<file path="config.mk">
export PLATFORM = sky130hd
export DESIGN_NAME = mrs_init_seq
export DESIGN_NICKNAME = d
export VERILOG_FILES = /design/src/rtl/mrs_init_pkg.sv /design/src/rtl/mrs_wait_timer.sv /design/src/rtl/mrs_step_sel.sv /design/src/rtl/mrs_init_seq.sv
export SDC_FILE = /design/constraint.sdc
export NUM_CORES = 1
export LEC_CHECK = 0
export ABC_AREA = 1
export ABC_CLOCK_PERIOD_IN_PS = 7800
export CORE_MARGIN = 2
export CORE_UTILIZATION = 45
export CTS_CLUSTER_DIAMETER = 80
export DETAILED_ROUTE_END_ITERATION = 8
export PLACE_DENSITY_LB_ADDON = 0.12
export SLEW_MARGIN = 10
export SYNTH_ARGS = -nofsm -noshare
export SYNTH_HDL_FRONTEND = slang
export SYNTH_HIERARCHICAL = 1
export SYNTH_SLANG_ARGS = --single-unit
</file>
<file path="constraint.sdc">
create_clock -name clk -period 7.8 [get_ports clk]
set_clock_uncertainty 0.2 [all_clocks]
set_input_delay 2.34 -clock clk [delete_from_list [all_inputs] [get_ports clk]]
set_output_delay 2.34 -clock clk [all_outputs]
set_load 0.05 [all_outputs]
</file>
<file path="src/rtl/mrs_init_pkg.sv">
package mrs_init_pkg;

    typedef enum logic [2:0] {
        ST_IDLE,
        ST_PWR_WAIT,
        ST_ISSUE,
        ST_GAP,
        ST_DONE
    } seq_state_t;

    localparam int unsigned NUM_STEPS = 6;
    localparam int unsigned STEP_W    = 3;

endpackage

</file>
<file path="src/rtl/mrs_wait_timer.sv">
module mrs_wait_timer #(
    parameter int unsigned CPU_W = 8,
    parameter int unsigned US_W  = 8
) (
    input  logic             clk,
    input  logic             rst_n,
    input  logic             load,
    input  logic [US_W-1:0]  us_target,
    input  logic [CPU_W-1:0] cyc_per_us,
    output logic             expire
);

    logic [CPU_W-1:0] cyc_cnt;
    logic [US_W-1:0]  us_cnt;
    logic             running;
    logic [CPU_W-1:0] cyc_reload;
    logic [US_W-1:0]  us_reload;

    // a rate of 0 behaves as 1 cycle per microsecond
    assign cyc_reload = (cyc_per_us == '0) ? '0 : cyc_per_us - 1'b1;
    assign us_reload  = (us_target  == '0) ? '0 : us_target  - 1'b1;

    always_ff @(posedge clk or negedge rst_n) begin
        if (!rst_n) begin
            cyc_cnt <= '0;
            us_cnt  <= '0;
            running <= 1'b0;
        end else if (load) begin
            cyc_cnt <= cyc_reload;
            us_cnt  <= us_reload;
            running <= 1'b1;
        end else if (running) begin
            if (cyc_cnt == '0) begin
                if (us_cnt == '0) begin
                    running <= 1'b0;
                end else begin
                    us_cnt  <= us_cnt - 1'b1;
                    cyc_cnt <= cyc_reload;
                end
            end else begin
                cyc_cnt <= cyc_cnt - 1'b1;
            end
        end
    end

    assign expire = running && (cyc_cnt == '0) && (us_cnt == '0);

    // while a wait runs, the cycle count never exceeds the clamped rate
    a_r7_cycle_count_in_range: assert property (@(posedge clk) disable iff (!rst_n)
        running |-> (cyc_cnt <= cyc_reload));

endmodule

</file>
<file path="src/rtl/mrs_step_sel.sv">
module mrs_step_sel
    import mrs_init_pkg::*;
#(
    parameter int unsigned MR_W = 28
) (
    input  logic [STEP_W-1:0] step,
    input  logic [MR_W-1:0]   mr_reset,
    input  logic [MR_W-1:0]   mr_zq,
    input  logic [MR_W-1:0]   mr_drive,
    input  logic [MR_W-1:0]   mr_one,
    input  logic [MR_W-1:0]   mr_two,
    input  logic [MR_W-1:0]   mr_odt,
    output logic [MR_W-1:0]   mr_val
);

    // step index fixes the issue order within a rank
    always_comb begin
        unique case (step)
            3'd0:    mr_val = mr_reset;
            3'd1:    mr_val = mr_zq;
            3'd2:    mr_val = mr_drive;
            3'd3:    mr_val = mr_one;
            3'd4:    mr_val = mr_two;
            3'd5:    mr_val = mr_odt;
            default: mr_val = '0;
        endcase
    end

endmodule

</file>
<file path="src/rtl/mrs_init_seq.sv">
module mrs_init_seq
    import mrs_init_pkg::*;
#(
    parameter int unsigned MR_W       = 28,
    parameter int unsigned RANK_W     = 4,
    parameter int unsigned CPU_W      = 8,
    parameter int unsigned US_W       = 8,
    parameter int unsigned POWERUP_US = 200,
    parameter int unsigned LONG_US    = 10,
    parameter int unsigned SHORT_US   = 1
) (
    input  logic                   clk,
    input  logic                   rst_n,
    input  logic                   start,
    input  logic                   dual_rank,
    input  logic [CPU_W-1:0]       cyc_per_us,
    input  logic [MR_W-1:0]        mr_reset,
    input  logic [MR_W-1:0]        mr_zq,
    input  logic [MR_W-1:0]        mr_drive,
    input  logic [MR_W-1:0]        mr_one,
    input  logic [MR_W-1:0]        mr_two,
    input  logic [MR_W-1:0]        mr_odt,
    output logic [MR_W+RANK_W-1:0] mrs_cmd,
    output logic                   mrs_strobe,
    output logic                   init_done
);

    localparam int unsigned CMD_W = MR_W + RANK_W;
    localparam logic [STEP_W-1:0] LAST_STEP = STEP_W'(NUM_STEPS - 1);

    seq_state_t        state, state_n;
    logic [STEP_W-1:0] step, step_n;
    logic              rank, rank_n;
    logic              dual_q;
    logic [CPU_W-1:0]  cpu_q;

    logic              tmr_load;
    logic [US_W-1:0]   tmr_us;
    logic [CPU_W-1:0]  tmr_cpu;
    logic              tmr_expire;
    logic [MR_W-1:0]   mr_val;

    // in idle the timer sees the live rate so the first wait uses the value captured now
    assign tmr_cpu = (state == ST_IDLE) ? cyc_per_us : cpu_q;

    mrs_wait_timer #(
        .CPU_W (CPU_W),
        .US_W  (US_W)
    ) u_timer (
        .clk        (clk),
        .rst_n      (rst_n),
        .load       (tmr_load),
        .us_target  (tmr_us),
        .cyc_per_us (tmr_cpu),
        .expire     (tmr_expire)
    );

    mrs_step_sel #(
        .MR_W (MR_W)
    ) u_sel (
        .step     (step),
        .mr_reset (mr_reset),
        .mr_zq    (mr_zq),
        .mr_drive (mr_drive),
        .mr_one   (mr_one),
        .mr_two   (mr_two),
        .mr_odt   (mr_odt),
        .mr_val   (mr_val)
    );

    // next-state and timer control
    always_comb begin
        state_n  = state;
        step_n   = step;
        rank_n   = rank;
        tmr_load = 1'b0;
        tmr_us   = US_W'(SHORT_US);
        unique case (state)
            ST_IDLE: begin
                if (start) begin
                    state_n  = ST_PWR_WAIT;
                    tmr_load = 1'b1;
                    tmr_us   = US_W'(POWERUP_US);
                end
            end
            ST_PWR_WAIT: begin
                if (tmr_expire) begin
                    state_n  = ST_ISSUE;
                    step_n   = '0;
                    rank_n   = 1'b0;
                    tmr_load = 1'b1;
                    tmr_us   = US_W'(LONG_US);
                end
            end
            ST_ISSUE: begin
                if (tmr_expire) begin
                    state_n = ST_GAP;
                end
            end
            ST_GAP: begin
                if (step != LAST_STEP) begin
                    state_n  = ST_ISSUE;
                    step_n   = step + 1'b1;
                    tmr_load = 1'b1;
                    tmr_us   = US_W'(SHORT_US);
                end else if (!rank && dual_q) begin
                    state_n  = ST_ISSUE;
                    step_n   = '0;
                    rank_n   = 1'b1;
                    tmr_load = 1'b1;
                    tmr_us   = US_W'(LONG_US);
                end else begin
                    state_n = ST_DONE;
                end
            end
            ST_DONE: begin
                state_n = ST_IDLE;
            end
            default: begin
                state_n = ST_IDLE;
            end
        endcase
    end

    // state register with start-time capture of rate and rank count
    always_ff @(posedge clk or negedge rst_n) begin
        if (!rst_n) begin
            state  <= ST_IDLE;
            step   <= '0;
            rank   <= 1'b0;
            dual_q <= 1'b0;
            cpu_q  <= '0;
        end else begin
            state <= state_n;
            step  <= step_n;
            rank  <= rank_n;
            if (state == ST_IDLE && start) begin
                dual_q <= dual_rank;
                cpu_q  <= cyc_per_us;
            end
        end
    end

    // outputs decoded from state
    always_comb begin
        mrs_strobe = (state == ST_ISSUE);
        init_done  = (state == ST_DONE);
        if (state == ST_ISSUE || state == ST_GAP) begin
            mrs_cmd = {{(RANK_W-1){1'b0}}, rank, mr_val};
        end else begin
            mrs_cmd = '0;
        end
    end

    // rank field carries only rank 0 or rank 1
    a_r3_rank_field: assert property (@(posedge clk) disable iff (!rst_n)
        mrs_cmd[CMD_W-1:MR_W] <= RANK_W'(1));

    // command word held steady across a strobe
    a_r5_cmd_stable: assert property (@(posedge clk) disable iff (!rst_n)
        (mrs_strobe && $past(mrs_strobe)) |-> $stable(mrs_cmd));

    // a single low cycle after each strobe, then next strobe or done
    a_r5_single_gap: assert property (@(posedge clk) disable iff (!rst_n)
        $fell(mrs_strobe) |=> (mrs_strobe || init_done));

    // rank 1 commands only when dual rank was captured
    a_r6_rank1_needs_dual: assert property (@(posedge clk) disable iff (!rst_n)
        (mrs_strobe && mrs_cmd[MR_W]) |-> dual_q);

    // done lasts one cycle and never overlaps the strobe
    a_r9_done_pulse: assert property (@(posedge clk) disable iff (!rst_n)
        init_done |=> !init_done);
    a_r9_done_no_strobe: assert property (@(posedge clk) disable iff (!rst_n)
        !(init_done && mrs_strobe));

    // a busy start never re-enters the power-up wait
    a_r8_busy_start_ignored: assert property (@(posedge clk) disable iff (!rst_n)
        (state != ST_IDLE && state != ST_PWR_WAIT && start) |=> (state != ST_PWR_WAIT));

    // captured rate holds for the whole sequence
    a_r10_rate_held: assert property (@(posedge clk) disable iff (!rst_n)
        (state != ST_IDLE && $past(state) != ST_IDLE) |-> $stable(cpu_q));

endmodule

</file>
=== Yosys cells after proc, flatten, opt, wreduce, memory -nomap -nowiden ===
Cells that the tools add are included.

* Equality and inequality tests: 18
* Add/subtract/negate cells: 5
* Multiplexer cells: 41
* Reduce and logical (&&, ||, !) cells: 20
* Bitwise operators: 0
* $mul: 0
* Shift operators: 0
* Divide/modulo/power cells: 0
* Magnitude comparators: 0

{| class="wikitable"
|+ Operators by type and width
! kind !! number
|-
| 28-bit one-hot mux with 6 select lines || 1
|-
| 8-bit 2-to-1 mux || 12
|-
| 8-bit zero test || 4
|-
| 8-bit by 1-bit subtractor with 8-bit output (second input constant) || 4
|-
| 29-bit 2-to-1 mux || 1
|-
| 3-bit 2-to-1 mux || 8
|-
| 8-bit one-hot mux with 3 select lines || 1
|-
| 3-bit by 2-bit == test with 1-bit output (second input constant) || 4
|-
| 4-bit 2-to-1 mux || 3
|-
| 3-bit one-hot mux with 4 select lines || 1
|-
| 1-bit 2-to-1 mux || 11
|-
| 2-bit != test (second input constant) || 5
|-
| 3-bit == test (second input constant) || 3
|-
| 3-bit != test (second input constant) || 3
|-
| 3-bit AND reduction || 3
|-
| 3-bit by 1-bit == test with 1-bit output (second input constant) || 2
|-
| 3-bit zero test || 2
|-
| 3-bit one-hot mux with 2 select lines || 1
|-
| 2-bit nonzero test || 3
|-
| 1-bit logical AND || 4
|-
| 4-bit AND reduction || 1
|-
| 3-bit by 1-bit adder with 3-bit output (second input constant) || 1
|-
| 1-bit one-hot mux with 3 select lines || 1
|-
| 2-bit by 1-bit != test with 1-bit output (second input constant) || 1
|-
| 4 further kinds || 4
|}

* Flip-flop bits (word level): 33
* Input port bits: 180
* Logic and storage cells: 92
* Output and inout port bits: 34
* Memory bits (writable): 0
* Bits in latches: 0
* ROM bits: 0
* Memories kept: 0

=== Longest topological paths before layout ===
* Word-level depth: 8
* Depth in mapped cells: 20
* Depth with buffers taken out: 20

=== By module ===
Netlist, hierarchy kept.

{| class="wikitable"
|+ Modules (own cells, without submodules)
! module !! times used !! sequential area each (µm²) !! cells an instance !! area an instance (µm²)
|-
| mrs_step_sel || 1 || 0.0 || 366 || 1810.5
|-
| mrs_wait_timer || 1 || 425.4 || 247 || 1640.3
|-
| mrs_init_seq || 1 || 400.4 || 185 || 1203.7
|}

=== Worst setup path before layout ===
No wires, ideal clock.

* Path kind: in2out
* From: input port mr_drive[17]
* To: output port mrs_cmd[17]
* Arrival: 3266 ps
* Stages: 6
* Path buffers: 0
* Setup slack: 1994 ps
* Data required time: 5260 ps
* Path through: nand4_1 > nand2_1 > inv_1 > nand2_1 > inv_1 > nor2_1

* Cells in the longest elaborated chain, start to end: 2

{| class="wikitable"
|+ Ends and longest elaborated chain
! item !! RTL line !! RTL
|-
| start: declaration || mrs_init_seq.sv:19 || <nowiki>input logic [MR_W-1:0] mr_drive,</nowiki>
|-
| 28-bit one-hot mux with 6 select lines || mrs_step_sel.sv:18 || <nowiki>unique case (step)</nowiki>
|-
| named net mr_val[17] || mrs_init_seq.sv:41 || <nowiki>logic [MR_W-1:0] mr_val;</nowiki>
|-
| 29-bit 2-to-1 mux || mrs_init_seq.sv:148 || <nowiki>if (state == ST_ISSUE || state == ST_GAP) begin</nowiki>
|-
| end: declaration || mrs_init_seq.sv:23 || <nowiki>output logic [MR_W+RANK_W-1:0] mrs_cmd,</nowiki>
|}

The timed path passes the listed nets, and every way through them passes these cells.

=== Worst setup path after layout ===
* From: input port mr_one[25]
* To: output port mrs_cmd[25]

* Cells in the longest elaborated chain, start to end: 2

{| class="wikitable"
|+ Ends and longest elaborated chain
! item !! RTL line !! RTL
|-
| start: declaration || mrs_init_seq.sv:20 || <nowiki>input logic [MR_W-1:0] mr_one,</nowiki>
|-
| 28-bit one-hot mux with 6 select lines || mrs_step_sel.sv:18 ||
|-
| named net mr_val[25] || mrs_init_seq.sv:41 ||
|-
| 29-bit 2-to-1 mux || mrs_init_seq.sv:148 ||
|}

The timed path passes the listed nets, and every way through them passes these cells.

==> metrics.yaml <==
yosys:
  synthDistinctLibCells: 34
  syn_inst: 798
  yosysTopAreaCell: "dfrtp_1"
  synth-warning-count: 6
  seq_area_frac_synth_pct: 17.74
  ys_ff_latch: 33
  avgSynthCellArea_um2: 5.833
  netlist_area_um2: 4654
  synth_top_area_share_pct: 17.74
  synth_area_leaders: "dfrtp_1 18%, nand2_1 16%, nand4_1 12%"
critical_path:
  worstPathArrival_ps: 4180
  end_kind: "output pin"
  crit_path_max_fanout: 1
  critPathLaunchType: "input pin"
  crit_type: "in2out"
  cp.required_ps: 5260
final_layout:
  fin_util_pct: 65.90
  multiInputGateArea_um2: 3040
  fillers: 970
  nNetsFinal: 1168
  layout-drive-gt1-share_pct: 6.830
  area_growth_pct: 44.19
  seqCellArea_um2: 828.3
  antenna_cells: 0
drt:
  vias: 5784
  drt-total-wl_mm: 16.59
  avgRoutedWirePerCell_um: 14.85
  detail_route.iter0.violations: 390
  drtPass1Iterations: 7
  drtAntennaViolNets: 0
  via_per_inst: 5.178
  drc: 0
power:
  p_comb_share_pct: 80.1
  power_frac_clock_pct: 5.2
  p_leak_nw: 3.330
  p_int_mw: 0.9571
  p_seq_share_pct: 14.7
  p_per_area_nw_per_um2: 361.6
  sw_frac_of_total_pct: 60.56
  peakVddDrop_mv: 0.2223
  power.switching_mw: 1.470
placement:
  place.gp.congestion: 0.9049
  hpwl_mm: 12.24
  port_buffers: 210
  dp_slack_ps: 1090
timing:
  fin_crit_ps: 6718
  fmax_mhz: 148.9
  rsz0062_at_grt: "no"
  hold_viol_final: 0
  setup-tns-final_ps: 0
  period_share_pct: 86.13
  maxSlewViolCount: 0
  tightestPinTransition_ps: 1120
  finalWorstSetupSlack_ps: 1082
  slew_headroom_pct: 25.35
  finalSetupViolCount: 0
clocking:
  cts_tree: "done"
  cts.htree.levels: 2
  path_clk_slew_ps: 60
  cts_sinks: 33
  cts_resized: 0
  clk_latency_ps: 290
  hold_buffers: 0
  cts_max_path_buffers: 2
  cts_setup_buffers: 0
  cts-root-buf: "clkbuf_8"
  cts_inserted_buffers: 5
global_route:
  grt_pass1_vias: 5160
  grt_pass1_wl_mm: 25.96
  grt_max_degree: 62
  grt_usage_pct: 28.58
  antenna_found_initial: 1
  grt_overflow: 0
floorplanning:
  core_um2: 10180
  start_util_pct: 45.70
  die_w_um: 105.7
  ios: 214
  die-area_um2: 11170
  die_h_um: 105.7
  rows: 37
min_path:
  hold_path.class: "reg2reg"
outcome:
  run_status: "finished clean"
job:
  maxCapViolations: 0
## critical path, cell delays in order
cell	delay [ps]
clkdlybuf4s50_1	450
inv_1	40
nor2_1	100
a21oi_1	60
nand2_1	110
inv_1	40
nor2_1	190
clkdlybuf4s50_1	860
## stage by stage
step / cell area [um2] / hold WS [ps] / total power, mW / cells
finish: 6711 / 279.2 / 2.427 / 1117
global route: 6711 / 295.6 / 2.648 / 1117
CTS: 6711 / 282.9 / 2.421 / 1117
detailed placement: 6629 / 266.5 / 2.284 / 1109
global placement: 6629 / 264.3 / 2.260 / 1109
floorplan: 4700 / 249.2 / 1.874 / 810
## layout make-up
type / instances / share of cell area [%]
clock inverters: 2 / 0.1491
repair buffers: 216 / 31.99
multi-input cells: 606 / 45.30
clock buffers: 6 / 1.081
well taps: 136 / 2.535
inverters: 118 / 6.600
flip-flops and latches: 33 / 12.34
## placed cells by master (no fill, tap or decap), types with 2 or more instances in the layout
| master | n |
|---|---|
| dfrtp_1 | 31 |
| buf_4 | 6 |
| xnor2_1 | 3 |
| conb_1 | 13 |
| o21ai_0 | 16 |
| nand3_2 | 5 |
| xor2_1 | 6 |
| inv_2 | 12 |
| dfrtp_2 | 2 |
| nor2_2 | 4 |
| nand2_2 | 5 |
| nand2_1 | 204 |
| nor2_1 | 101 |
| o21ai_2 | 12 |
| o21ai_1 | 14 |
| nand3_1 | 89 |
| nand2_4 | 3 |
| nor3_1 | 4 |
| clkdlybuf4s50_1 | 210 |
| nor2_4 | 6 |
| o21bai_1 | 2 |
| clkinv_2 | 2 |
| inv_1 | 106 |
| ha_1 | 8 |
| clkbuf_8 | 5 |
| a21oi_1 | 18 |
| nand4_1 | 86 |
## layer usage
layer | global-route usage (%) | part of all wire (%)
met5 | 0 | 0.078
met4 | 8.647 | 3.0
met3 | 7.730 | 8.8
met2 | 49.12 | 47
met1 | 34.82 | 41
## final timing paths
path                                    start            endpoint  slack [ps]  cells past startpoint
min in group asynchronous               rst_n  u_timer/cyc_cnt[6]        2250                      2
max                                mr_one[25]         mrs_cmd[25]        1080                      8
max in group asynchronous               rst_n             step[2]        4820                      2
min                                  cpu_q[7]            cpu_q[7]         280                      2
max reg2reg                u_timer/cyc_cnt[1]   u_timer/us_cnt[2]        4530                     20
min reg2reg                          cpu_q[7]            cpu_q[7]         280                      2
## synth_stat cells (all sizes together)
cell and n:
nand2 212, inv 118, nor2 112, nand3 95
nand4 86, buf 43, o21ai 43, dfrtp 33
a21oi 18, clkbuf 10, ha 8, xor2 6
nor3 5, xnor2 3, o211ai 2, o21bai 2
conb 1, nor4 1
## state kept, by name, indices dropped and copies added, names as in the netlist
name,count
step,3
rank,1
u_timer/cyc_cnt,8
u_timer/us_cnt,8
state,3
u_timer/running,1
dual_q,1
cpu_q,8
## power by group through the flow
stage | Combinational [mW] | Sequential [mW] | Clock, mW
4_1_cts | 1.94 | 0.353 | 0.129
2_1_floorplan | 1.57 | 0.308 | 0
3_5_place_dp | 1.93 | 0.356 | 0
5_1_grt | 2.15 | 0.367 | 0.136
6_report | 1.94 | 0.356 | 0.127
3_3_place_gp | 1.91 | 0.355 | 0
## kinds of logic after synthesis
logic type / count (synthesis) / synth area share, %
fa+ha+maj: 8 / 2.151
compound gates: 65 / 8.522
other cells: 1 / 0.08057
xor+xnor: 9 / 1.694
buf+inv: 171 / 18.01
flops: 33 / 17.74
simple gates: 511 / 51.80
Power figures use the tool's default switching activity.
